**src/rtl/tws_pkg.sv**
```systemverilog
package tws_pkg;

  typedef enum logic [2:0] {
    ST_IDLE,
    ST_LEAD,
    ST_LO,
    ST_HI,
    ST_WAIT
  } tws_state_e;

  function automatic int unsigned tws_max2(int unsigned a, int unsigned b);
    return (a > b) ? a : b;
  endfunction

  // Minimum cycles from the reference event of the previous command
  // to the first falling clock of the next one.
  function automatic int unsigned tws_gap_need(logic prev_wr, logic next_wr,
                                               int unsigned ww, int unsigned wr,
                                               int unsigned rw, int unsigned rr);
    if (prev_wr) return next_wr ? ww : wr;
    return next_wr ? rw : rr;
  endfunction

endpackage

```
**src/rtl/tws_phase_cnt.sv**
```systemverilog
module tws_phase_cnt #(
  parameter int unsigned W = 4
) (
  input  logic         clk,
  input  logic         rst_n,
  input  logic         load,
  input  logic [W-1:0] load_val,
  output logic         zero
);
  logic [W-1:0] cnt_q;

  always_ff @(posedge clk or negedge rst_n) begin
    if (!rst_n)            cnt_q <= '0;
    else if (load)         cnt_q <= load_val;
    else if (cnt_q != '0)  cnt_q <= cnt_q - 1'b1;
  end

  assign zero = (cnt_q == '0);
endmodule

```
**src/rtl/tws_shift.sv**
```systemverilog
module tws_shift #(
  parameter int unsigned TXW = 16,
  parameter int unsigned RXW = 8
) (
  input  logic           clk,
  input  logic           rst_n,
  input  logic           load,
  input  logic [TXW-1:0] load_val,
  input  logic           shift_tx,
  input  logic           shift_rx,
  input  logic           rx_bit,
  output logic           tx_bit,
  output logic [RXW-1:0] rx_byte
);
  logic [TXW-1:0] tx_q;
  logic [RXW-1:0] rx_q;

  always_ff @(posedge clk or negedge rst_n) begin
    if (!rst_n) begin
      tx_q <= '0;
      rx_q <= '0;
    end else begin
      if (load)          tx_q <= load_val;
      else if (shift_tx) tx_q <= {tx_q[TXW-2:0], 1'b0};
      if (shift_rx)      rx_q <= {rx_q[RXW-2:0], rx_bit};
    end
  end

  assign tx_bit  = tx_q[TXW-1];
  assign rx_byte = rx_q;
endmodule

```
**src/rtl/tws_gap_track.sv**
```systemverilog
module tws_gap_track
  import tws_pkg::*;
#(
  parameter int unsigned GAP_WW = 20,
  parameter int unsigned GAP_WR = 30,
  parameter int unsigned GAP_RW = 35,
  parameter int unsigned GAP_RR = 40
) (
  input  logic clk,
  input  logic rst_n,
  input  logic mark,
  input  logic mark_wr,
  input  logic next_wr,
  output logic gap_ok
);
  localparam int unsigned GMAX = tws_max2(tws_max2(GAP_WW, GAP_WR),
                                          tws_max2(GAP_RW, GAP_RR));
  localparam int unsigned GW   = $clog2(GMAX + 1);

  logic          have_prev_q;
  logic          prev_wr_q;
  logic [GW-1:0] since_q;
  logic [GW-1:0] need_w;

  always_ff @(posedge clk or negedge rst_n) begin
    if (!rst_n) begin
      have_prev_q <= 1'b0;
      prev_wr_q   <= 1'b0;
      since_q     <= '0;
    end else if (mark) begin
      have_prev_q <= 1'b1;
      prev_wr_q   <= mark_wr;
      since_q     <= '0;
    end else if (since_q != GW'(GMAX)) begin
      since_q     <= since_q + 1'b1;
    end
  end

  assign need_w = GW'(tws_gap_need(prev_wr_q, next_wr, GAP_WW, GAP_WR, GAP_RW, GAP_RR));
  assign gap_ok = !have_prev_q || (since_q >= need_w);
endmodule

```
**src/rtl/tws_host_seq.sv**
```systemverilog
module tws_host_seq
  import tws_pkg::*;
#(
  parameter int unsigned ADDR_W  = 7,
  parameter int unsigned DATA_W  = 8,
  parameter int unsigned CLK_LO  = 2,
  parameter int unsigned CLK_HI  = 3,
  parameter int unsigned A2D_GAP = 6,
  parameter int unsigned GAP_WW  = 20,
  parameter int unsigned GAP_WR  = 30,
  parameter int unsigned GAP_RW  = 35,
  parameter int unsigned GAP_RR  = 40
) (
  input  logic              clk,
  input  logic              rst_n,
  input  logic              req_valid,
  output logic              req_ready,
  input  logic              req_write,
  input  logic [ADDR_W-1:0] req_addr,
  input  logic [DATA_W-1:0] req_wdata,
  input  logic              req_abort,
  output logic              rsp_done,
  output logic [DATA_W-1:0] rsp_rdata,
  output logic              sclk,
  output logic              csn,
  output logic              sdio_o,
  output logic              sdio_oe,
  input  logic              sdio_i
);
  localparam int unsigned HEAD_BITS  = ADDR_W + 1;
  localparam int unsigned FRAME_BITS = HEAD_BITS + DATA_W;
  localparam int unsigned BW         = $clog2(FRAME_BITS);
  localparam int unsigned PMAX       = tws_max2(tws_max2(CLK_LO, CLK_HI), A2D_GAP);
  localparam int unsigned PW         = $clog2(PMAX + 1);

  tws_state_e        state_q;
  logic [BW-1:0]     bitn_q;
  logic              is_wr_q, csn_q, sclk_q, oe_q, done_q;
  logic [DATA_W-1:0] rdata_q, rx_byte;
  logic              cnt_zero, cnt_load, gap_ok, tx_bit;
  logic [PW-1:0]     cnt_val;

  // Named internal events
  logic accept, abort_evt, lo_done, hi_done, last_bit, head_end;
  logic in_rd_data, last_rise, frame_end, shift_rx, shift_tx;

  assign req_ready  = (state_q == ST_IDLE) && gap_ok;
  assign accept     = req_valid && req_ready;
  assign abort_evt  = req_abort && (state_q != ST_IDLE);
  assign lo_done    = (state_q == ST_LO) && cnt_zero;
  assign hi_done    = (state_q == ST_HI) && cnt_zero;
  assign last_bit   = (bitn_q == BW'(FRAME_BITS - 1));
  assign head_end   = (bitn_q == BW'(HEAD_BITS - 1));
  assign in_rd_data = !is_wr_q && (bitn_q >= BW'(HEAD_BITS));
  assign last_rise  = lo_done && last_bit && !abort_evt;
  assign frame_end  = hi_done && last_bit && !abort_evt;
  assign shift_rx   = lo_done && in_rd_data && !abort_evt;
  assign shift_tx   = hi_done && !last_bit && !abort_evt;

  always_comb begin
    cnt_load = 1'b0;
    cnt_val  = '0;
    unique case (state_q)
      ST_IDLE: if (accept) begin cnt_load = 1'b1; cnt_val = PW'(CLK_HI - 1); end
      ST_LEAD: if (cnt_zero) begin cnt_load = 1'b1; cnt_val = PW'(CLK_LO - 1); end
      ST_LO:   if (cnt_zero) begin cnt_load = 1'b1; cnt_val = PW'(CLK_HI - 1); end
      ST_HI:   if (cnt_zero && !last_bit) begin
                 cnt_load = 1'b1;
                 cnt_val  = (head_end && !is_wr_q) ? PW'(A2D_GAP - 1) : PW'(CLK_LO - 1);
               end
      ST_WAIT: if (cnt_zero) begin cnt_load = 1'b1; cnt_val = PW'(CLK_LO - 1); end
      default: ;
    endcase
  end

  always_ff @(posedge clk or negedge rst_n) begin
    if (!rst_n) begin
      state_q <= ST_IDLE;
      bitn_q  <= '0;
      is_wr_q <= 1'b0;
      csn_q   <= 1'b1;
      sclk_q  <= 1'b1;
      oe_q    <= 1'b0;
      done_q  <= 1'b0;
      rdata_q <= '0;
    end else begin
      done_q <= 1'b0;
      if (abort_evt) begin
        state_q <= ST_IDLE;
        csn_q   <= 1'b1;
        sclk_q  <= 1'b1;
        oe_q    <= 1'b0;
      end else begin
        unique case (state_q)
          ST_IDLE: if (accept) begin
            state_q <= ST_LEAD;
            csn_q   <= 1'b0;
            oe_q    <= 1'b1;
            is_wr_q <= req_write;
            bitn_q  <= '0;
          end
          ST_LEAD: if (cnt_zero) begin state_q <= ST_LO; sclk_q <= 1'b0; end
          ST_LO:   if (cnt_zero) begin state_q <= ST_HI; sclk_q <= 1'b1; end
          ST_HI: if (cnt_zero) begin
            if (last_bit) begin
              state_q <= ST_IDLE;
              csn_q   <= 1'b1;
              oe_q    <= 1'b0;
              done_q  <= 1'b1;
              rdata_q <= rx_byte;
            end else begin
              bitn_q <= bitn_q + 1'b1;
              if (head_end && !is_wr_q) begin
                state_q <= ST_WAIT;
                oe_q    <= 1'b0;
              end else begin
                state_q <= ST_LO;
                sclk_q  <= 1'b0;
              end
            end
          end
          ST_WAIT: if (cnt_zero) begin state_q <= ST_LO; sclk_q <= 1'b0; end
          default: state_q <= ST_IDLE;
        endcase
      end
    end
  end

  tws_phase_cnt #(.W(PW)) u_phase (
    .clk(clk), .rst_n(rst_n), .load(cnt_load), .load_val(cnt_val), .zero(cnt_zero)
  );

  tws_shift #(.TXW(FRAME_BITS), .RXW(DATA_W)) u_shift (
    .clk(clk), .rst_n(rst_n), .load(accept),
    .load_val({req_write, req_addr, req_wdata}),
    .shift_tx(shift_tx), .shift_rx(shift_rx), .rx_bit(sdio_i),
    .tx_bit(tx_bit), .rx_byte(rx_byte)
  );

  tws_gap_track #(.GAP_WW(GAP_WW), .GAP_WR(GAP_WR), .GAP_RW(GAP_RW), .GAP_RR(GAP_RR)) u_gap (
    .clk(clk), .rst_n(rst_n), .mark(last_rise || abort_evt), .mark_wr(is_wr_q),
    .next_wr(req_write), .gap_ok(gap_ok)
  );

  assign rsp_done  = done_q;
  assign rsp_rdata = rdata_q;
  assign sclk      = sclk_q;
  assign csn       = csn_q;
  assign sdio_o    = tx_bit;
  assign sdio_oe   = oe_q;
endmodule

```
**config.mk**
```make
export PLATFORM = sky130hd
export DESIGN_NAME = tws_host_seq
export DESIGN_NICKNAME = d
export VERILOG_FILES = /design/src/rtl/tws_pkg.sv /design/src/rtl/tws_phase_cnt.sv /design/src/rtl/tws_shift.sv /design/src/rtl/tws_gap_track.sv /design/src/rtl/tws_host_seq.sv
export SDC_FILE = /design/constraint.sdc
export NUM_CORES = 1
export LEC_CHECK = 0
export ABC_AREA = 1
export BUFFER_PORTS_ARGS = -buffer_cell sky130_fd_sc_hd__buf_2
export CAP_MARGIN = 20
export CORE_MARGIN = 4
export CORE_UTILIZATION = 53
export DETAILED_ROUTE_END_ITERATION = 12
export GPL_ROUTABILITY_DRIVEN = 0
export PLACE_DENSITY = 0.83
export REMOVE_ABC_BUFFERS = 1
export SYNTH_ARGS = -nofsm -noshare
export SYNTH_HDL_FRONTEND = slang
export SYNTH_HIERARCHICAL = 1
export SYNTH_SLANG_ARGS = --single-unit
export TNS_END_PERCENT = 20
```
**constraint.sdc**
```tcl
create_clock -name clk -period 2.3 [get_ports clk]
set_input_delay 0.345 -clock clk [delete_from_list [all_inputs] [get_ports clk]]
set_output_delay 0.345 -clock clk [all_outputs]
set_load 0.03 [all_outputs]
```
; Word level (Yosys, flattened, before mapping)
; Cells that the tools add are included.
[word_totals]
regBits = 55
latchBits = 0
ram_bits = 0
romBits = 0
inputBits = 21
out_inout_bits = 14
word_cells = 132
memories = 0
[classes]
add_sub_neg = 3
n_mul = 0
n_div = 0
n_lt_le_gt_ge = 2
n_eq_ne = 18
shifts = 0
n_mux = 55
bitwise_logic = 1
n_reduce_logical = 39
[op_table]
columns = cell, n
row1 = $mux 3, 11
row2 = $mux 16, 2
row3 = $mux 1, 24
row4 = $pmux 3 s4, 2
row5 = $mux 4, 5
row6 = $mux 6, 3
row7 = $ne 3x3->1 const B, 6
row8 = $reduce_and 4->1, 4
row9 = $logic_and 1x1->1, 14
row10 = $reduce_bool 3->1, 3
row11 = $pmux 4 s2, 1
row12 = $reduce_bool 2->1, 4
row13 = $add 6x1->6 const B, 1
row14 = $eq 3x2->1 const B, 2
row15 = $ge 6x6->1, 1
row16 = $logic_not 3->1, 2
row17 = $ne 2x2->1 const B, 3
row18 = $ne 6x6->1 const B, 1
row19 = $pmux 1 s3, 2
row20 = $reduce_and 6->1, 1
row21 = $mux 5, 1
row22 = $reduce_and 5->1, 1
row23 = $add 4x1->4 const B, 1
row24 = $eq 4x3->1 const B, 1
row25 = other kinds (16), 22

; Logic depth before layout (Yosys ltp)
; Gate-level depths: netlist of run 1.
[logic_depth]
depth_word = 10
ltp_mapped = 17
ltp_nobuf = 16

; By module
; The synthesis of run 1 kept the hierarchy.
[by_module_without_submodules]
columns = mod, n_inst, cells_per_inst, area_each_um2, seq_area_each_um2
row1 = tws_host_seq, 1, 160, 1179.9, 503.0
row2 = tws_shift, 1, 117, 1053.5, 600.6
row3 = tws_gap_track, 1, 74, 591.8, 200.2
row4 = tws_phase_cnt, 1, 32, 207.7, 75.1

; Worst setup path before layout of run 1
; OpenSTA, ideal clock, no wires.
[synth_path]
path_type = register to register
startpoint = register u_gap.prev_wr_q
endpoint = register u_shift.tx_q[3]
setup_ps = 124
arrival_time_ps = 2582
t_required_ps = 2176
slack_ps = -406
path_stages_with_launch = 17
path_buffers = 2
period_less_slack_ps = 2706
path_cell_list = dfrtp_1 inv_1 ha_1 inv_1 ha_1 a21boi_0 o21ai_0 nand2_1 inv_1 nor2_1 nand2_1 inv_1 buf_6 inv_2 clkbuf_8 nand3_1 nand3_1
[synth_via]
elab_chain_len = 7
word_cells_on_any_way = 9
cone_classes = order compare: 1 / mux: 4 / reduce/logical: 4
[synth_rtl]
columns = element, line
row1 = from (decl), tws_gap_track.sv:21  ; logic prev_wr_q;
row2 = from (signal assigned), tws_gap_track.sv:32  ; prev_wr_q <= mark_wr;
row3 = $mux 5 or $mux 1 (tied branches), tws_pkg.sv:20  ; if (prev_wr) return next_wr ? ww : wr;
row4 = $mux 6 (*), tws_pkg.sv:21  ; return next_wr ? rw : rr;
row5 = $ge 6x6->1 (*), tws_gap_track.sv:40  ; assign gap_ok = !have_prev_q || (since_q >= need_w);
row6 = $logic_or 1x1->1 (*), tws_gap_track.sv:40
row7 = via gap_ok, tws_host_seq.sv:40  ; logic cnt_zero, cnt_load, gap_ok, tx_bit;
row8 = $logic_and 1x1->1 (*), tws_host_seq.sv:47  ; assign req_ready = (state_q == ST_IDLE) && gap_ok;
row9 = via req_ready, tws_host_seq.sv:17  ; output logic req_ready,
row10 = $logic_and 1x1->1 (*), tws_host_seq.sv:48  ; assign accept = req_valid && req_ready;
row11 = via accept, tws_host_seq.sv:44  ; logic accept, abort_evt, lo_done, hi_done, last_bit, head_end;
row12 = $mux 16 or $reduce_bool 2->1 (tied branches), --
row13 = to (signal assigned), tws_shift.sv:23  ; if (load) tx_q <= load_val;
row14 = to (signal assigned), tws_shift.sv:24  ; else if (shift_tx) tx_q <= {tx_q[TXW-2:0], 1'b0};
row15 = to (decl), tws_shift.sv:15  ; logic [TXW-1:0] tx_q;
; Mark *: on every way through the listed nets, which the timed path passes. The rest lies on a longest branch.
; A chain may end at the register's enable or synchronous reset.

; Final worst setup path of run 1
[layout_path]
startpoint = register u_gap.prev_wr_q
endpoint = output port req_ready
[layout_via]
elab_chain_len = 5
word_cells_on_any_way = 6
cone_classes = order compare: 1 / mux: 3 / reduce/logical: 2
[layout_rtl]
columns = element, line
row1 = $mux 5 or $mux 1 (tied branches), tws_pkg.sv:20
row2 = $mux 6 (*), tws_pkg.sv:21
row3 = $ge 6x6->1 (*), tws_gap_track.sv:40
row4 = $logic_or 1x1->1 (*), tws_gap_track.sv:40
row5 = via gap_ok, tws_host_seq.sv:40
row6 = $logic_and 1x1->1 (*), tws_host_seq.sv:47
row7 = to (decl), tws_host_seq.sv:17
; Marks and branches as above.

==> results of run 1 <==
==> worst register-to-register path, delay by kind of cell (launching register included) <==
| family | cells | cell delay (ns) |
|---|---|---|
| adder cells (fa/ha/maj) | 2 | 0.49 |
| buffers and inverters | 6 | 0.58 |
| flip-flops | 1 | 0.39 |
| AO/OA/AOI/OAI | 2 | 0.30 |
| AND/OR/NAND/NOR | 5 | 0.37 |
==> repair_timing <==
item / 4_1_cts / 5_1_grt
resized for setup: 18 / 7
endpoints found under the setup margin: 19 / 23
cloned: 0 / 1
pin swaps: 11 / 7
buffers inserted: 2 / 0
==> metrics by stage <==
stage	instances	util	setup TNS, ns
4_1_cts	503	0.639	0
2_1_floorplan	374	-	-13.16
5_1_grt	504	0.645	-1.68
6_report	504	0.645	-0.0138
3_5_place_dp	494	0.606	-1.01
3_3_place_gp	494	0.606	0
==> power breakdown <==
| group | internal [mW] | switching, mW |
|---|---|---|
| combinational | 0.676 | 1.08 |
| sequential | 1.23 | 0.223 |
| clock | 0.247 | 0.336 |
| total | 2.15 | 1.64 |
==> area by class of cell <==
class / count / area (um2)
fillers: 480 / 1960
multi-input cells: 276 / 1520
flip-flops and latches: 55 / 1380
repair buffers: 49 / 322
inverters: 44 / 168
well taps: 72 / 90.1
clock buffers: 6 / 82.6
clock inverters: 2 / 16.3
==> final timing paths <==
path	depth (start not counted)	startpoint	slack, ns	endpoint
max	10	u_gap/prev_wr_q	-0.01	req_ready
min	2	rst_n	0.001	rsp_rdata[4]
max reg2reg	15	u_gap/prev_wr_q	0.06	u_shift/tx_q[9]
min reg2reg	2	u_gap/have_prev_q	0.47	u_gap/have_prev_q
max in group asynchronous	2	rst_n	1.99	sclk
min in group clk	3	req_wdata[0]	0.23	u_shift/tx_q[0]
==> flip-flops by register name, indices dropped and copies added, names as in the netlist, 3 cells and up <==
register and count:
u_phase/cnt_q 3, u_shift/tx_q 16, u_shift/rx_byte 8, state_q 3
rsp_rdata 8, bitn_q 4, u_gap/since_q 6
==> cells by family (layout without fill, tap and decap cells) <==
group,count (synthesis),after routing
buffers and inverters,53,101
AND/OR/NAND/NOR,229,230
XOR/XNOR,2,2
adder cells (fa/ha/maj),15,15
flip-flops,55,55
AO/OA/AOI/OAI,29,29
==> cells in the final DEF, fill, tap and decap left out, types with 3 or more instances in the layout <==
cell                       count
sky130_fd_sc_hd__nor2_1       19
sky130_fd_sc_hd__nand3_1      51
sky130_fd_sc_hd__buf_4        11
sky130_fd_sc_hd__buf_2        33
sky130_fd_sc_hd__inv_2        10
sky130_fd_sc_hd__o21ai_0      16
sky130_fd_sc_hd__nor2_4        4
sky130_fd_sc_hd__nand2_2       4
sky130_fd_sc_hd__a21oi_1       7
sky130_fd_sc_hd__nor2_2        4
sky130_fd_sc_hd__clkbuf_8      6
sky130_fd_sc_hd__dfrtp_1      53
sky130_fd_sc_hd__nand2_1     131
sky130_fd_sc_hd__o21ai_1       3
sky130_fd_sc_hd__inv_1        33
sky130_fd_sc_hd__ha_1         10
sky130_fd_sc_hd__nand3_2       5
sky130_fd_sc_hd__nand4_1       4
sky130_fd_sc_hd__buf_6         3
sky130_fd_sc_hd__ha_4          5
==> layer usage <==
| metal | vias to the layer above | share of wire | GRT usage | wire length, um |
|---|---|---|---|---|
| met3 | 14 | 0.034 | 0.0375 | 222 |
| met5 | - | 0 | 0 | 0 |
| met4 | 0 | 0.019 | 0.0629 | 122 |
| met2 | 51 | 0.51 | 0.355 | 3350 |
| met1 | 1233 | 0.44 | 0.237 | 2850 |
| li1 | 1314 | - | - | - |
==> run summary, run 1 <==
Pin placement for this block handled 35 I/O pins. The initialized floorplan defines 27 standard-cell rows. TritonCTS built the clock tree. On the final layout, the worst clock skew is 0.00409 ns. The mux cell area share after synthesis is 0, and the fraction of post-synthesis cell area in the top cell type by area is 0.437. The detailed placement HPWL is 4.65 mm, and the combined buffer and inverter count along the critical path is 4. Prior to clock tree synthesis, the placed netlist has a worst setup slack of -0.0856 ns. Buffers inserted during clock tree synthesis total 5. The via density per instance was 5.18. Of all cell types, the one taking the most synthesized area is sky130_fd_sc_hd__dfrtp_1. The signal on the critical path passes through inv_2 > ha_4 > inv_2 > ha_4 > a21boi_2 > o21ai_1 > nand2_1 > inv_2 > nor2_4 > buf_6. The run gives 3030 um2 as the synthesized area. The cell at the root of the clock tree is sky130_fd_sc_hd__clkbuf_8. Across the VDD grid, the largest voltage drop is 563 uV. The critical path's top delay family is adder cells. The sequential element share of the synthesized area was 0.455.

For this run, the leading register cell type out of synthesis is sky130_fd_sc_hd__dfrtp_1. Among all cell types in the netlist, the one instantiated most often is sky130_fd_sc_hd__nand2_1. Sorting the synthesized cells by area gives the leading types as sky130_fd_sc_hd__dfrtp_1 (44%), sky130_fd_sc_hd__nand2_1 (16%), sky130_fd_sc_hd__nand3_1 (8.7%). The commonest cells after synthesis are sky130_fd_sc_hd__nand2_1 (131), sky130_fd_sc_hd__dfrtp_1 (53), sky130_fd_sc_hd__nand3_1 (53), sky130_fd_sc_hd__inv_1 (39), sky130_fd_sc_hd__nor2_1 (21). The arrival time of the worst setup path was 1.97 ns; the final worst-path cycle share was 1.01. The register bit count reported by yosys was 55; the worst relative slew slack was 0.785.

The share of the synthesized area in compound gates (AO/OA/AOI/OAI) came out at 0.0545. Buffers inserted to repair hold after CTS numbered 0. The tree built by TritonCTS fans out to 55 sinks. The run gives 0 as the number of antenna violations at the first check in global routing.

The detailed router placed 2612 vias in this run. During synthesis, Yosys emitted a total of 6 warnings. The total overflow left after global routing is 0.

The fraction of synthesis flops using an asynchronous set or reset pin is 1.00, and the area share of fa/ha/maj cells after synthesis is 0.0619. The main combinational cell family by area after synthesis is simple AND/OR/NAND/NOR gates. The routed design could run at a clock period as short as 2.31 ns. After detailed routing, the number of remaining DRC violations is 0. For the layout net count, the log shows 467.

The worst hold path belongs to the class input pin to asynchronous set/reset pin. The number of global-route vias before repair was 2661; the distinct cell type count after synthesis was 32. Setup repair after global routing could not meet its margin everywhere. The run gives 0 as the number of max-capacitance violations reported. STA classifies the critical path startpoint as a register.

For this design the static power due to leakage is 1.88 nW. Chip height: 83.6 um. After the first detailed-routing iteration, the DRC count stood at 190. The number of port buffers is 34, and the first-pass GRT wire length is 11.5 mm. The total area inside the core boundary comes to 5540 um2. After detailed placement, the total cell area comes to 3360 um2. The final setup violation count was 1. The slew at the pin closest to its max-slew limit is 0.322 ns.

The final reports fail on negative setup slack. By instance count, the cell type seen most on the critical path is sky130_fd_sc_hd__inv_2. The simple-gate share of the synthesized area is 0.344. The routed design has 6.54 mm of wire. The post-layout worst setup margin came out at -0.0138 ns. The wire length per cell works out to 13.0 um. The run finished, with violations left. The xor/xnor cell area share of the yosys netlist works out to 0.00578.

The tools report the die area as 7000 um2. Horizontal extent of the die: 83.6 um. Entering global routing, the biggest net connects 56 pins. Before antenna repair, the detailed router went through 5 iterations. By startpoint and endpoint, the worst setup path is classified as register to output pin. Total power for the finished layout comes to 3.79 mW. The worst path required time is 1.96 ns, and the largest stage delay on the critical path is 0.39 ns. Synthesis handed over a netlist of 383 instances.

The number of inserted diodes is 0, and the clock transition at the registers of the reported paths is 0.10 ns. For the maximum clock rate, the log shows 0.432 GHz. The final non-filler cell area was 3580 um2; the count of endpoints failing hold in the final timing report was 0. For the overall fraction of global-route tracks in use, the log shows 0.197. The worst setup path is captured at an output pin. The slowest stage cell on the critical path was sky130_fd_sc_hd__dfrtp_1. The critical-path maximum fanout was 3; the mean instance size in the synthesized netlist was 7.92 um2. The fraction of final layout cells sized beyond drive strength 1 is 0.231, and the initial cell density of the core is 0.547.

The cell area power density was 1060 nW/um2; the number of enable-type register cells in the synthesized netlist was 0. The synthesis-to-finish area growth works out to 17.9%. The logs give 0 for the remaining antenna violation count after routing and 0.00122 ns for the final hold slack. The clock reaches the later pin of the worst-skew pair after 0.31 ns. The number of max-slew violations in the final report is 0.

The H-tree was split into 2 levels. No sink is reached through more buffers than the 2 on the longest clock path.
No activity file was read; power rests on OpenSTA's default activity.
==> inputs of run 2 (changes only) <==
CORE_UTILIZATION = 45   (was 53)
PLACE_DENSITY = 0.74   (was 0.83)
==> run summary, run 2 (synthesis results as in run 1) <==
The run finished, with violations left. The checks that failed: negative setup slack. The core region is 6460 um2. The row count is 29. The count of H-tree levels built during CTS was 2; the slew at the pin closest to its max-slew limit was 0.293 ns.

The number of max-slew violations in the final report was 0. Total power for the finished layout comes to 3.96 mW. Total placed instance area: 3370 um2. The run gives 0 as the count of endpoints failing hold in the final timing report.

In this run the vertical extent of the chip is 90.1 um. The commonest non-fill, non-tap cell in the layout is sky130_fd_sc_hd__nand2_1. The number of inserted filler cells in the final layout is 589, and the final routed DRC violation total is 0.

The final worst-path cycle share was 1.03. The worst setup path is launched from a register. In the final layout, the multi-input gates occupy 1570 um2.

Setup repair after global routing could not meet its margin everywhere. The setup path with the least slack is of type register to output pin. The tools report the overall fraction of global-route tracks in use as 0.166. Fraction of final layout cells sized beyond drive strength 1: 0.242.

The worst ir drop on vdd was 491 uV; the horizontal extent of the die was 90.1 um. Summed over all layers, the global routing overflow is 0. Detailed placement finished with a half-perimeter wire length of 4.62 mm. The clock reaches the later pin of the worst-skew pair after 0.31 ns. For the total CTS buffers, the log shows 5.

The initial cell density of the core is 0.470. Entering global routing, the biggest net connects 56 pins. The cell area power density is 1080 nW/um2. The post-layout worst setup margin was -0.0745 ns; the sequential cell area was 1380 um2. The via density per instance is 4.99. The detailed router finished its first iteration with 96 violations. Number of flip-flops in the largest register: 16. Final hold analysis gives a worst-case slack of 0.00535 ns. For the total wire length after detailed routing, the log shows 6.48 mm.

Cell at the root of the clock tree: sky130_fd_sc_hd__clkbuf_8. Compared with the post-synthesis result, the final layout area differs by 20.9%. The run gives 0.805 as the worst relative slew slack.

TritonCTS built the clock tree. At the worst endpoint, the required time is 1.96 ns. The number of global-route vias before repair came out at 2583. For the number of buffers inserted for hold repair after clock tree synthesis, the log shows 0. Prior to clock tree synthesis, the placed netlist has a worst setup slack of -0.124 ns. The clock passes through at most 2 buffers. The register with the most flip-flops in the final layout is u_shift/tx_q. Of all nets on the critical path, the largest fanout is 3. Port buffering added 34 buffers. The final non-filler cell area came out at 3670 um2. 0 antenna diodes ended up in the layout. STA puts the critical path data arrival time at 2.03 ns.

The logs give 55 for the clock sink total and 0 for the number of max-capacitance violations reported. For this design the static power due to leakage is 1.91 nW. The count of pins on the block boundary was 35; the die area was 8120 um2. The wire length per cell works out to 12.7 um. Between clock sinks in the finished design, the worst skew comes to 0.00672 ns.

The first global-routing pass estimated 11.4 mm of wire. The count of nets left with antenna violations once routing finished came out at 0. The number of antenna violations at the first check in global routing came out at 0. Static timing analysis puts the maximum clock frequency at 0.421 GHz. After layout, the minimum clock period comes to 2.37 ns. The detailed router placed 2550 vias in this run.

The final setup violation count came out at 1. After the last flow step, the layout net total stands at 469. The path class of the tightest hold or removal check is input pin to asynchronous set/reset pin.

The library cells used most frequently in the layout, excluding fill and tap cells, are sky130_fd_sc_hd__nand2_1 (131), sky130_fd_sc_hd__dfrtp_1 (53), sky130_fd_sc_hd__nand3_1 (51), sky130_fd_sc_hd__inv_1 (34), sky130_fd_sc_hd__buf_2 (33). After clock tree synthesis, the clock-pin slew on the worst setup and hold paths is 0.11 ns. STA classifies the critical path endpoint as an output pin. The total iterations of the first detailed-routing run came out at 4.
[run 2: cell types whose count changed in the layout (fill, tap and decap cells not counted), sizes merged]
cell      change
buf           +3
inv           +1
bufinv        +1
clkinvlp      -1
clkbuf        -1
nor2          -1
[run 2: repair_timing]
action                     CTS  global route
setup endpoints to repair   21            22
pin swaps                   10             8
resized for setup           20            15
setup buffers                3             0
gates cloned                 0             0
[run 2: cell type report]
| class | count | area share |
|---|---|---|
| multi-input cells | 275 | 0.427 |
| flip-flops and latches | 55 | 0.376 |
| repair buffers | 52 | 0.0914 |
| clock inverters | 3 | 0.0130 |
| clock buffers | 5 | 0.0188 |
| inverters | 44 | 0.0471 |
| well taps | 77 | 0.0263 |
[run 2: power by group]
group,total [mW],switching [mW],leakage [nW],internal [mW]
logic,1.85,1.11,1.14,0.734
clock network,0.666,0.335,0.0587,0.331
registers,1.45,0.220,0.703,1.23
total,3.96,1.67,1.91,2.29
[run 2: worst max-delay path: stages, from the launching register on]
cell                       delay, ns
sky130_fd_sc_hd__dfrtp_1        0.42
sky130_fd_sc_hd__inv_2          0.11
sky130_fd_sc_hd__ha_4           0.21
sky130_fd_sc_hd__inv_2          0.08
sky130_fd_sc_hd__ha_4           0.19
sky130_fd_sc_hd__a21boi_2       0.15
sky130_fd_sc_hd__o21ai_1        0.11
sky130_fd_sc_hd__nand2_1        0.08
sky130_fd_sc_hd__inv_2          0.08
sky130_fd_sc_hd__nor2_4         0.04
sky130_fd_sc_hd__buf_6          0.12
sky130_fd_sc_hd__buf_6          0.13
[run 2: metal layers]
metal	routed length [um]	part of all wire	track usage
met2	3250	0.50	0.291
met3	279	0.043	0.0292
met5	0	0	0
met1	2870	0.44	0.209
met4	88	0.014	0.0536
[run 2: final timing paths]
path / depth (start not counted) / slack [ns] / startpoint / endpoint
max: 11 / -0.07 / u_gap/prev_wr_q / req_ready
max in group asynchronous: 2 / 2.01 / rst_n / sclk
min in group clk: 3 / 0.23 / req_wdata[0] / u_shift/tx_q[0]
min reg2reg: 2 / 0.47 / csn / csn
min: 2 / 0.005 / rst_n / u_shift/tx_q[7]
max reg2reg: 16 / 0.06 / u_gap/prev_wr_q / u_phase/cnt_q[1]
[run 2: through the flow]
step / cells / TNS [ns] / util
after floorplan: 374 / -13.16 / -
after global placement: 501 / -0.342 / 0.521
after detailed placement: 501 / -1.80 / 0.521
after CTS: 512 / -0.0503 / 0.558
after global routing: 511 / -0.380 / 0.568
final: 511 / -0.0745 / 0.568
==> inputs of run 3 (changes only) <==
CELL_PAD_IN_SITES_DETAIL_PLACEMENT = 1   (was default)
CELL_PAD_IN_SITES_GLOBAL_PLACEMENT = 2   (was default)
CORE_UTILIZATION = 31   (was 45)
PLACE_DENSITY = 0.83   (was 0.74)
==> run summary, run 3 (synthesis results as in run 1) <==
The run finished, with violations left. The checks that failed: negative setup slack. The remaining antenna violation count after routing was 0; the count of pins on the block boundary was 35.

The core region area was 9370 um2; the switching part of the total power was 0.440. In this design, the stage delay of the slowest critical-path cell is 0.41 ns. The chip height is 107 um. Clock tree synthesis found a total of 55 sinks. TritonCTS built the clock tree. In this run the static leakage power is 1.91 nW.

For this design the ratio of total power to cell area is 1050 nW/um2. For the initial cell density of the core, the log shows 0.324. The combined buffer and inverter count along the critical path came out at 5.

Slowest stage cell on the critical path: sky130_fd_sc_hd__dfrtp_1. Once detailed placement completed, the half-perimeter wirelength came to 5.52 mm. Dividing the detail-routed via count by the number of cells gives 4.64. The first global-routing pass estimated 13.2 mm of wire. The cell at the root of the clock tree is sky130_fd_sc_hd__clkbuf_8. The proportion of power drawn by the clock network came out at 0.151.

The number of antenna violations at the first check in global routing is 0. The worst reg2reg path depth was 14; the fraction of power consumed by sequential logic was 0.367. From synthesis to final layout, the design area changed by 21.7%. The count of routing violations after the opening detailed-route iteration is 74.

Summed over all layers, the global routing overflow is 0. The logs give -0.117 ns for the post-layout worst setup margin and 35 for the row count. The tools report the arrival time of the worst setup path as 2.07 ns. For this run, design rule violations remaining after detail routing come to 0. Global routing met3 resource utilization: 0.0229. The cell internal power dissipation was 2.17 mW. The final non-filler cell area was 3690 um2. Measured along the x axis, the die boundary spans 107 um.

The tools report the start of the worst register-to-register path as u_gap/prev_wr_q. Leaving out fill and tap cells, the most frequent cells in the layout are sky130_fd_sc_hd__nand2_1 (129), sky130_fd_sc_hd__dfrtp_1 (53), sky130_fd_sc_hd__nand3_1 (51), sky130_fd_sc_hd__inv_1 (34), sky130_fd_sc_hd__buf_2 (33). The detailed router placed 2624 vias in this run.

The repair_antennas step left the layout with diodes totalling 0. The count of buffers added on input and output ports is 34. In this run the worst path has a maximum fanout of 3. More flip-flops sit in one register than any other, and that register is u_shift/tx_q.

The clock transition at the registers of the reported paths was 0.12 ns; the number of max-capacitance violations reported was 0. The largest net degree at the start of global routing was 33. The number of global-route vias before repair is 2739. In this run the worst hold path is classified as input pin to asynchronous set/reset pin.

The endpoint identified for the worst register-to-register timing path is u_shift/tx_q[3]. The tools report the met1 track demand over resource in global routing as 0.193. The worst-case IR drop observed on VDD is 340 uV. The tools report the total placed instance area as 3460 um2.

The setup path with the least slack is of type register to output pin. The die area is 11400 um2. The total iterations of the first detailed-routing run was 4. At the pin with the least slew margin, the transition time is 0.614 ns. The final worst-path cycle share came out at 1.05. Grouping stages by cell kind, the critical path spends the most delay in adder cells.

No sink is reached through more buffers than the 2 on the longest clock path. Commonest non-fill, non-tap cell in the layout: sky130_fd_sc_hd__nand2_1. Setup violations remaining at the end of the flow were counted as 9. The type of element capturing the critical path is an output pin.

The most used cell along the critical path was sky130_fd_sc_hd__inv_2. The final hold slack came out at 0.0311 ns. The tools report the total CTS buffers as 5. The fraction of final layout cells sized beyond drive strength 1 works out to 0.247. Clock skew on the completed layout was measured at 0.00998 ns.

Summed over all nets, the switching power comes to 1.71 mW. The critical path goes through inv_2 > ha_4 > inv_2 > ha_4 > a21boi_2 > o21ai_1 > nand2_1 > inv_2 > nor2_4 > buf_6 > buf_6. The tools report the overall fraction of global-route tracks in use as 0.142.

The register with the most flip-flops in the layout has 16 of them. The run gives 0.234 as the met2 usage in global routing. The busiest layer in global routing was met2.

The tools report the number of max-slew violations in the final report as 0. The logs give 0.31 ns for the worst-skew pair later-pin latency and 0.590 for the worst relative slew slack. Counting tap cells, the placed design contains a total of 557 instances. The wire length per cell was 13.3 um. STA classifies the critical path startpoint as a register. Subtracting the final worst setup slack from the clock period gives 2.42 ns. Maximum clock rate: 0.414 GHz. At the end of the flow, the number of nets in the layout was 472. The run gives 566 as the post-layout instance count excluding filler cells.

STA puts the critical path data required time at 1.96 ns. After detailed routing, the total wire length is 7.51 mm. The portion of total power attributed to combinational logic was 0.482; the number of gates on the worst path with buffers counted was 11. The last element of the critical path was req_ready. The count of endpoints failing hold in the final timing report came out at 0. Setup repair after global routing could not meet its margin everywhere. The H-tree generated during clock tree synthesis spans 2 levels.

The critical path starts at u_gap/prev_wr_q. Setup slack on the worst reg-to-reg path comes out at -0.03 ns.
run 3: cell types whose count changed in the layout (fill, tap and decap cells not counted), sizes merged:
cell / change
buf: +3
bufinv: -1
clkinvlp: +1
run 3: timing repair:
action                     4_1_cts  5_1_grt
gates cloned                     0        0
pin swaps                       11        7
gates resized for setup         20       11
buffers inserted                 2        0
hold buffers                     0        0
setup endpoints to repair       19       29
run 3: worst min path at each step:
stage	to	slack, ns	depth (start not counted)	from
2_1_floorplan	bitn_q[0]	0.05	0	rst_n
3_3_place_gp	u_shift/tx_q[8]	0.39	1	rst_n
3_5_place_dp	u_shift/tx_q[8]	0.40	1	rst_n
4_1_cts	u_shift/tx_q[15]	0.04	1	rst_n
5_1_grt	u_shift/tx_q[14]	0.06	1	rst_n
6_report	u_shift/tx_q[14]	0.03	1	rst_n
run 3: final cells by class:
type	count	area (um2)
clock buffer	5	68.8
clock inverter	3	27.5
fill	1175	5680
inverter	44	168
multi-input combinational	275	1530
sequential	55	1380
tap	129	161
timing repair buffer	55	362
run 3: power groups by stage:
| stage | clock [mW] | combinational [mW] | sequential, mW |
|---|---|---|---|
| finish | 0.585 | 1.87 | 1.42 |
| global placement | 0 | 1.64 | 1.43 |
| detailed placement | 0 | 1.69 | 1.44 |
| global route | 0.661 | 2.13 | 1.46 |
| floorplan | 0 | 1.08 | 1.47 |
| CTS | 0.621 | 1.82 | 1.43 |
run 3: metrics by stage:
step	setup slack [ns]	power [mW]	util	TNS, ns
3_3_place_gp	-0.0783	3.06	0.369	-1.18
4_1_cts	-0.0850	3.87	0.391	-0.0850
5_1_grt	-0.186	4.25	0.394	-2.38
6_report	-0.117	3.88	0.394	-0.194
3_5_place_dp	-0.171	3.13	0.369	-2.44
2_1_floorplan	-0.622	2.54	-	-13.16
run 3: per-layer routing:
layer,up-vias,part of all wire
li1,1321,-
met1,1269,0.47
met2,28,0.49
met3,6,0.027
met4,0,0.012
met5,-,0
